--- config.mk ---
export PLATFORM = sky130hd
export DESIGN_NAME = pcm_dma_top
export DESIGN_NICKNAME = d
export VERILOG_FILES = /design/src/rtl/pcm_dma_pkg.sv /design/src/rtl/pcm_rate_timer.sv /design/src/rtl/pcm_fetch.sv /design/src/rtl/pcm_dma_top.sv
export SDC_FILE = /design/constraint.sdc
export NUM_CORES = 1
export LEC_CHECK = 0
export BUFFER_PORTS_ARGS = -buffer_cell sky130_fd_sc_hd__buf_2
export CORE_MARGIN = 2
export CORE_UTILIZATION = 30
export DETAILED_ROUTE_END_ITERATION = 12
export GPL_TIMING_DRIVEN = 0
export PLACE_DENSITY_LB_ADDON = 0.2
export REMOVE_ABC_BUFFERS = 1
export SLEW_MARGIN = 20
export SYNTH_ARGS = -nofsm -noshare
export SYNTH_HDL_FRONTEND = slang
export SYNTH_HIERARCHICAL = 1
export SYNTH_SLANG_ARGS = --single-unit
--- constraint.sdc ---
create_clock -name clk_i -period 3.32 [get_ports clk_i]
set_clock_uncertainty 0.1 [all_clocks]
set_input_delay 0.332 -clock clk_i [delete_from_list [all_inputs] [get_ports clk_i]]
set_output_delay 0.332 -clock clk_i [all_outputs]
set_load 0.05 [all_outputs]
--- src/rtl/pcm_dma_pkg.sv ---
package pcm_dma_pkg;
  localparam int unsigned REG_AW = 6;
  localparam logic [REG_AW-1:0] OFS_START = 6'h12;
  localparam logic [REG_AW-1:0] OFS_LEN   = 6'h13;
  localparam logic [REG_AW-1:0] OFS_CTRL  = 6'h15;
  localparam logic [REG_AW-1:0] OFS_MODE  = 6'h30;
  localparam int unsigned MODE_BIT  = 4;
  localparam int unsigned EN_BIT    = 4;
  localparam int unsigned ADDR_SHIFT = 6;
  localparam int unsigned LEN_SHIFT  = 4;
endpackage

--- src/rtl/pcm_rate_timer.sv ---
module pcm_rate_timer #(
  parameter int unsigned RATE = 246,
  localparam int unsigned CW = $clog2(RATE + 1)
) (
  input  logic clk_i,
  input  logic rst_ni,
  input  logic run_i,
  input  logic load_i,
  output logic tick_o
);
  logic [CW-1:0] cnt_q;
  logic          last;

  assign last   = (cnt_q <= CW'(1));
  assign tick_o = run_i && last && !load_i;

  always_ff @(posedge clk_i or negedge rst_ni) begin
    if (!rst_ni)                cnt_q <= CW'(RATE);
    else if (load_i)            cnt_q <= CW'(RATE);
    else if (run_i && last)     cnt_q <= CW'(RATE);
    else if (run_i)             cnt_q <= cnt_q - CW'(1);
  end
endmodule

--- src/rtl/pcm_fetch.sv ---
module pcm_fetch #(
  parameter int unsigned AW = 15,
  parameter int unsigned DW = 8
) (
  input  logic          clk_i,
  input  logic          rst_ni,
  input  logic          start_i,
  input  logic          addr_load_i,
  input  logic [AW-1:0] addr_val_i,
  output logic          mem_req_o,
  output logic [AW-1:0] mem_addr_o,
  input  logic          mem_valid_i,
  input  logic [DW-1:0] mem_data_i,
  output logic          dac_we_o,
  output logic [DW-2:0] dac_data_o
);
  logic          busy_q, we_q;
  logic [AW-1:0] addr_q, req_addr_q;
  logic [DW-1:0] data_q;
  logic          done;

  assign done       = busy_q && mem_valid_i;
  assign mem_req_o  = busy_q;
  assign mem_addr_o = req_addr_q;
  assign dac_we_o   = we_q;
  assign dac_data_o = (DW-1)'(data_q >> 1);

  always_ff @(posedge clk_i or negedge rst_ni) begin
    if (!rst_ni) begin
      busy_q     <= 1'b0;
      we_q       <= 1'b0;
      req_addr_q <= '0;
      data_q     <= '0;
    end else begin
      we_q <= done;
      if (done) begin
        busy_q <= 1'b0;
        data_q <= mem_data_i;
      end else if (start_i && !busy_q) begin
        busy_q     <= 1'b1;
        req_addr_q <= addr_q;
      end
    end
  end

  // address pointer: register load wins over post-fetch increment
  always_ff @(posedge clk_i or negedge rst_ni) begin
    if (!rst_ni)          addr_q <= '0;
    else if (addr_load_i) addr_q <= addr_val_i;
    else if (done)        addr_q <= addr_q + AW'(1);
  end
endmodule

--- src/rtl/pcm_dma_top.sv ---
module pcm_dma_top
  import pcm_dma_pkg::*;
#(
  parameter int unsigned RATE   = 246,
  parameter int unsigned ADDR_W = 15,
  parameter int unsigned DATA_W = 8,
  localparam int unsigned LEN_W = DATA_W + LEN_SHIFT + 1
) (
  input  logic              clk_i,
  input  logic              rst_ni,
  input  logic              wr_en_i,
  input  logic [REG_AW-1:0] wr_addr_i,
  input  logic [DATA_W-1:0] wr_data_i,
  input  logic [REG_AW-1:0] rd_addr_i,
  output logic [DATA_W-1:0] rd_data_o,
  output logic              mem_req_o,
  output logic [ADDR_W-1:0] mem_addr_o,
  input  logic              mem_valid_i,
  input  logic [DATA_W-1:0] mem_data_i,
  output logic              dac_we_o,
  output logic [DATA_W-2:0] dac_data_o,
  output logic              irq_o
);
  logic             mode_q, en_q, irq_q;
  logic [LEN_W-1:0] remain_q;
  logic             act, start_wr, len_wr, ctrl_wr, tick, slot, fetch_go;

  assign act      = wr_en_i && mode_q;
  assign start_wr = act && (wr_addr_i == OFS_START);
  assign len_wr   = act && (wr_addr_i == OFS_LEN);
  assign ctrl_wr  = act && (wr_addr_i == OFS_CTRL);
  assign slot     = tick && !ctrl_wr;
  assign fetch_go = slot && (remain_q != '0);

  always_ff @(posedge clk_i or negedge rst_ni) begin
    if (!rst_ni)                                  mode_q <= 1'b0;
    else if (wr_en_i && wr_addr_i == OFS_MODE)    mode_q <= wr_data_i[MODE_BIT];
  end

  always_ff @(posedge clk_i or negedge rst_ni) begin
    if (!rst_ni) begin
      en_q     <= 1'b0;
      irq_q    <= 1'b0;
      remain_q <= '0;
    end else begin
      if (ctrl_wr) begin
        en_q  <= wr_data_i[EN_BIT];
        irq_q <= 1'b0;
      end else if (slot && remain_q == '0) begin
        en_q  <= 1'b0;
        irq_q <= 1'b1;
      end
      if (len_wr)        remain_q <= (LEN_W'(wr_data_i) << LEN_SHIFT) + LEN_W'(1);
      else if (fetch_go) remain_q <= remain_q - LEN_W'(1);
    end
  end

  pcm_rate_timer #(.RATE(RATE)) u_timer (
    .clk_i  (clk_i),
    .rst_ni (rst_ni),
    .run_i  (en_q),
    .load_i (ctrl_wr && wr_data_i[EN_BIT]),
    .tick_o (tick)
  );

  pcm_fetch #(.AW(ADDR_W), .DW(DATA_W)) u_fetch (
    .clk_i       (clk_i),
    .rst_ni      (rst_ni),
    .start_i     (fetch_go),
    .addr_load_i (start_wr),
    .addr_val_i  (ADDR_W'(wr_data_i) << ADDR_SHIFT),
    .mem_req_o   (mem_req_o),
    .mem_addr_o  (mem_addr_o),
    .mem_valid_i (mem_valid_i),
    .mem_data_i  (mem_data_i),
    .dac_we_o    (dac_we_o),
    .dac_data_o  (dac_data_o)
  );

  assign irq_o     = irq_q;
  assign rd_data_o = (mode_q && rd_addr_i == OFS_CTRL) ? {irq_q, (DATA_W-1)'(0)} : '0;
endmodule

==> flow_summary.toml <==
[floorplanning]
die_w_um = 110
die_h_um = 110
core_mm2 = 0.0109
pin_count = 65
initial_core_util_pct = 31.1
rows = 38
die_area_mm2 = 0.0122

[route]
via_per_inst = 4.97
post_drt_wl_per_cell_um = 14.3
remaining_drc_errors = 0
dr.pass1.iters = 4
drt_iter0_drc = 115
drtAntennaViolNets = 0
wl_um = 7720
num_vias = 2677

[cells_and_area]
antenna_cells = 0
area.growth.synth_to_final_pct = 21.8
multiInputGateArea_mm2 = 0.00173
fin_nets = 431
final_cells = 539
drive_gt1_share_pct = 32.3
fillerInstances = 1145
seq_area_mm2 = 0.00158

[synth]
async_flop_share_pct = 100
synth-edff-count = 0
syn_avg_cell_area_um2 = 10.4
ys_warn_count = 6
ys_seq_elements = 63
synth_cells = 328
synth_area_mm2 = 0.00340
synth_flop_cell = "dfrtp_1"
yosysSeqAreaShare_pct = 46.6
synth_cell_types = 62

[sta]
max-slew-margin-rel_pct = 58.4
tightest_slew_ns = 0.624
hold_ws_ns = 0.130
slew_viol_final = 0
rsz0062_at_grt = "false"
post-route-period-util_pct = 87.7
fin_ws_ns = 0.408
setup_viol_count_final = 0
post-route-min-period_ns = 2.91
finalHoldViolCount = 0
maxClockFrequency_mhz = 343

[cts]
clock_latency_ns = 0.33
cts_buffers = 9
cts_tree = "done"
clock_sinks = 63
htreeDepth = 3
clk_path_buf_depth = 2
clkTransAtPathRegs_ns = 0.06
cts_root_buf = "clkbuf_16"

[critical_path]
r2r-start = "mode_q$_DFFE_PN0P_"
path_class = "flop to flop"
cp_top_family = "simple AND/OR/NAND/NOR gates"
crit_chain = "nand4bb_1 -> nor2_1 -> and2_1 -> inv_1 -> and2_1 -> o21ai_2 -> nor2_1 -> nand2_4 -> mux2_2"
cp_slowest_cell = "dfrtp_1"
cp-start-kind = "flop"
r2r_slack_ns = 0.41
crit_required_ns = 3.43
ff2ff_path_depth = 9
timing.rr.end = "u_fetch/mem_addr_o[0]$_DFFE_PN0P_"
endpoint_kind = "flop"
max_stage_delay_ns = 0.41
cp_num_buf_inv = 1
cp_max_fo = 19
arrival_ns = 3.02

[place]
place.port_buffers = 56
pre_cts_slack_ns = -0.267
post-dp-hpwl_um = 5640
gp_congestion = 0.764
placed_cells = 522

[pwr]
vdd_drop_max_mv = 0.185
power.density_mw_per_mm2 = 454
p_total_uw = 1880
p_leak_uw = 0.00189

[run]
timing.max_cap.violations = 0

[global_route]
grtUsageTotal_pct = 13.2
antenna_found_initial = 0
grt_overflow = 0
grt_pass1_wl_um = 13200
grt_pass1_vias = 2627
grt_start_max_net_pins = 38

[hold_path]
min_path_cells = 2
holdCritStartpoint = "wr_data_i[1]"
min_path_type = "input port to flop"
whs_endpoint = "remain_q[5]$_DFFE_PN0P_"

[outcome]
status = "finished, final reports clean"
[cell families after synthesis]
kind of cell	after synthesis	synth area share, %
DFF	63	46.6
xor gates and xnor gates	17	4.38
other	1	0.110
and+or+nand+nor	125	23.4
AOI/OAI and AO/OA	65	12.2
adders and majority gates	5	1.84
buffers and inverters	31	4.63
muxes	21	6.91
[cell usage in the layout (no fill, tap or decap), types with 3 or more instances in the layout]
cell / instances
nor4_2: 4
inv_1: 13
buf_4: 3
nor3_1: 8
dfrtp_1: 57
a21oi_1: 10
and2_1: 3
or4_1: 6
xor2_1: 3
o211ai_1: 6
nor4_1: 3
o31ai_1: 6
clkbuf_16: 9
mux2_2: 20
buf_2: 55
conb_1: 14
or4_2: 3
ha_1: 5
o21ai_1: 4
nand2_1: 33
nand4_1: 3
dfstp_2: 6
or3_2: 5
xnor2_1: 14
nor2_1: 16
nand3_1: 11
o21ai_0: 23
clkinv_4: 3
[worst max-delay path by stage]
stage                             from                                end  slack, ns  cells past startpoint
floorplan                 wr_addr_i[2]      u_fetch/addr_q[0]$_DFFE_PN0P_       0.55                      3
global placement          wr_addr_i[2]      u_fetch/addr_q[2]$_DFFE_PN0P_      -0.54                      4
detailed placement        wr_addr_i[5]  u_fetch/mem_addr_o[0]$_DFFE_PN0P_      -0.27                     10
CTS                 mode_q$_DFFE_PN0P_  u_fetch/mem_addr_o[0]$_DFFE_PN0P_       0.02                      9
global route        mode_q$_DFFE_PN0P_  u_fetch/mem_addr_o[2]$_DFFE_PN0P_       0.07                      9
finish              mode_q$_DFFE_PN0P_  u_fetch/mem_addr_o[0]$_DFFE_PN0P_       0.41                      9
[state kept, by name, indices dropped and copies added, names as in the netlist, 7 cells and up]
name                flops
remain_q               13
u_timer/cnt_q           8
u_fetch/addr_q         15
u_fetch/mem_addr_o     15
u_fetch/data_q          7
[cell usage after synthesis (2+ instances only)]
cell type / instances / area share, %
o311ai_0: 2 / 0.51
nand3b_1: 2 / 0.44
or4_2: 3 / 0.77
and2_1: 3 / 0.55
dfstp_2: 6 / 4.6
or3_2: 5 / 1.1
buf_4: 8 / 1.8
a21oi_1: 10 / 1.5
nor4b_1: 2 / 0.51
o21ai_1: 4 / 0.59
nand4_2: 2 / 0.74
nand4bb_1: 2 / 0.66
or4b_1: 2 / 0.59
nand2_1: 34 / 3.8
xor2_1: 3 / 0.77
xnor2_1: 14 / 3.6
inv_1: 13 / 1.4
nor3_1: 8 / 1.2
o21ai_0: 24 / 3.5
nand4b_1: 2 / 0.51
or4_1: 6 / 1.3
o211a_1: 2 / 0.59
nor4_2: 4 / 1.5
nor2_1: 16 / 1.8
dfrtp_1: 57 / 42
nand3_1: 11 / 1.6
a211o_1: 2 / 0.51
or3_1: 2 / 0.37
nor4_1: 3 / 0.55
nor3b_1: 3 / 0.66
mux2_2: 20 / 6.6
buf_2: 2 / 0.29
nand4_1: 3 / 0.55
o31ai_1: 6 / 1.3
ha_1: 5 / 1.8
clkbuf_1: 6 / 0.66
o211ai_1: 6 / 1.3
[timing repair]
item                                    4_1_cts  5_1_grt
endpoints found under the hold margin        26        0
hold buffers                                  1        0
resized for setup                             1        2
endpoints found under the setup margin       16       16
setup buffers                                 0        0
[per-stage QoR]
step	instance area (µm²)	utilization [%]	setup TNS, ns
after floorplan	3340	-	0
after global placement	3800	34.7	-11.26
after detailed placement	3840	35.1	-3.40
after CTS	4130	37.8	0
after global routing	4140	37.9	0
final	4140	37.9	0
[final cells by class]
cell class	instances	area share, %
Multi-Input combinational cell	247	41.6
Timing Repair Buffer	60	7.91
Clock inverter	7	1.36
Tap cell	140	4.23
Clock buffer	9	5.44
Sequential cell	63	38.2
Inverter	13	1.18
[power by group]
group	leakage, µW	switching [µW]	internal [µW]
combinational	0.000920	107	55.9
clock	0.000142	374	514
sequential	0.000825	33.4	797
total	0.00189	514	1370
[metal layers]
metal	track usage, %	wire, µm	share of wire, %	up-vias
met4	4.67	90	1.2	0
met5	0	0	0	-
li1	-	-	-	1318
met1	18.6	3730	48	1295
met3	3.35	314	4.1	11
met2	19.5	3580	46	53
Note: power is estimated with default switching activity, not from simulation.
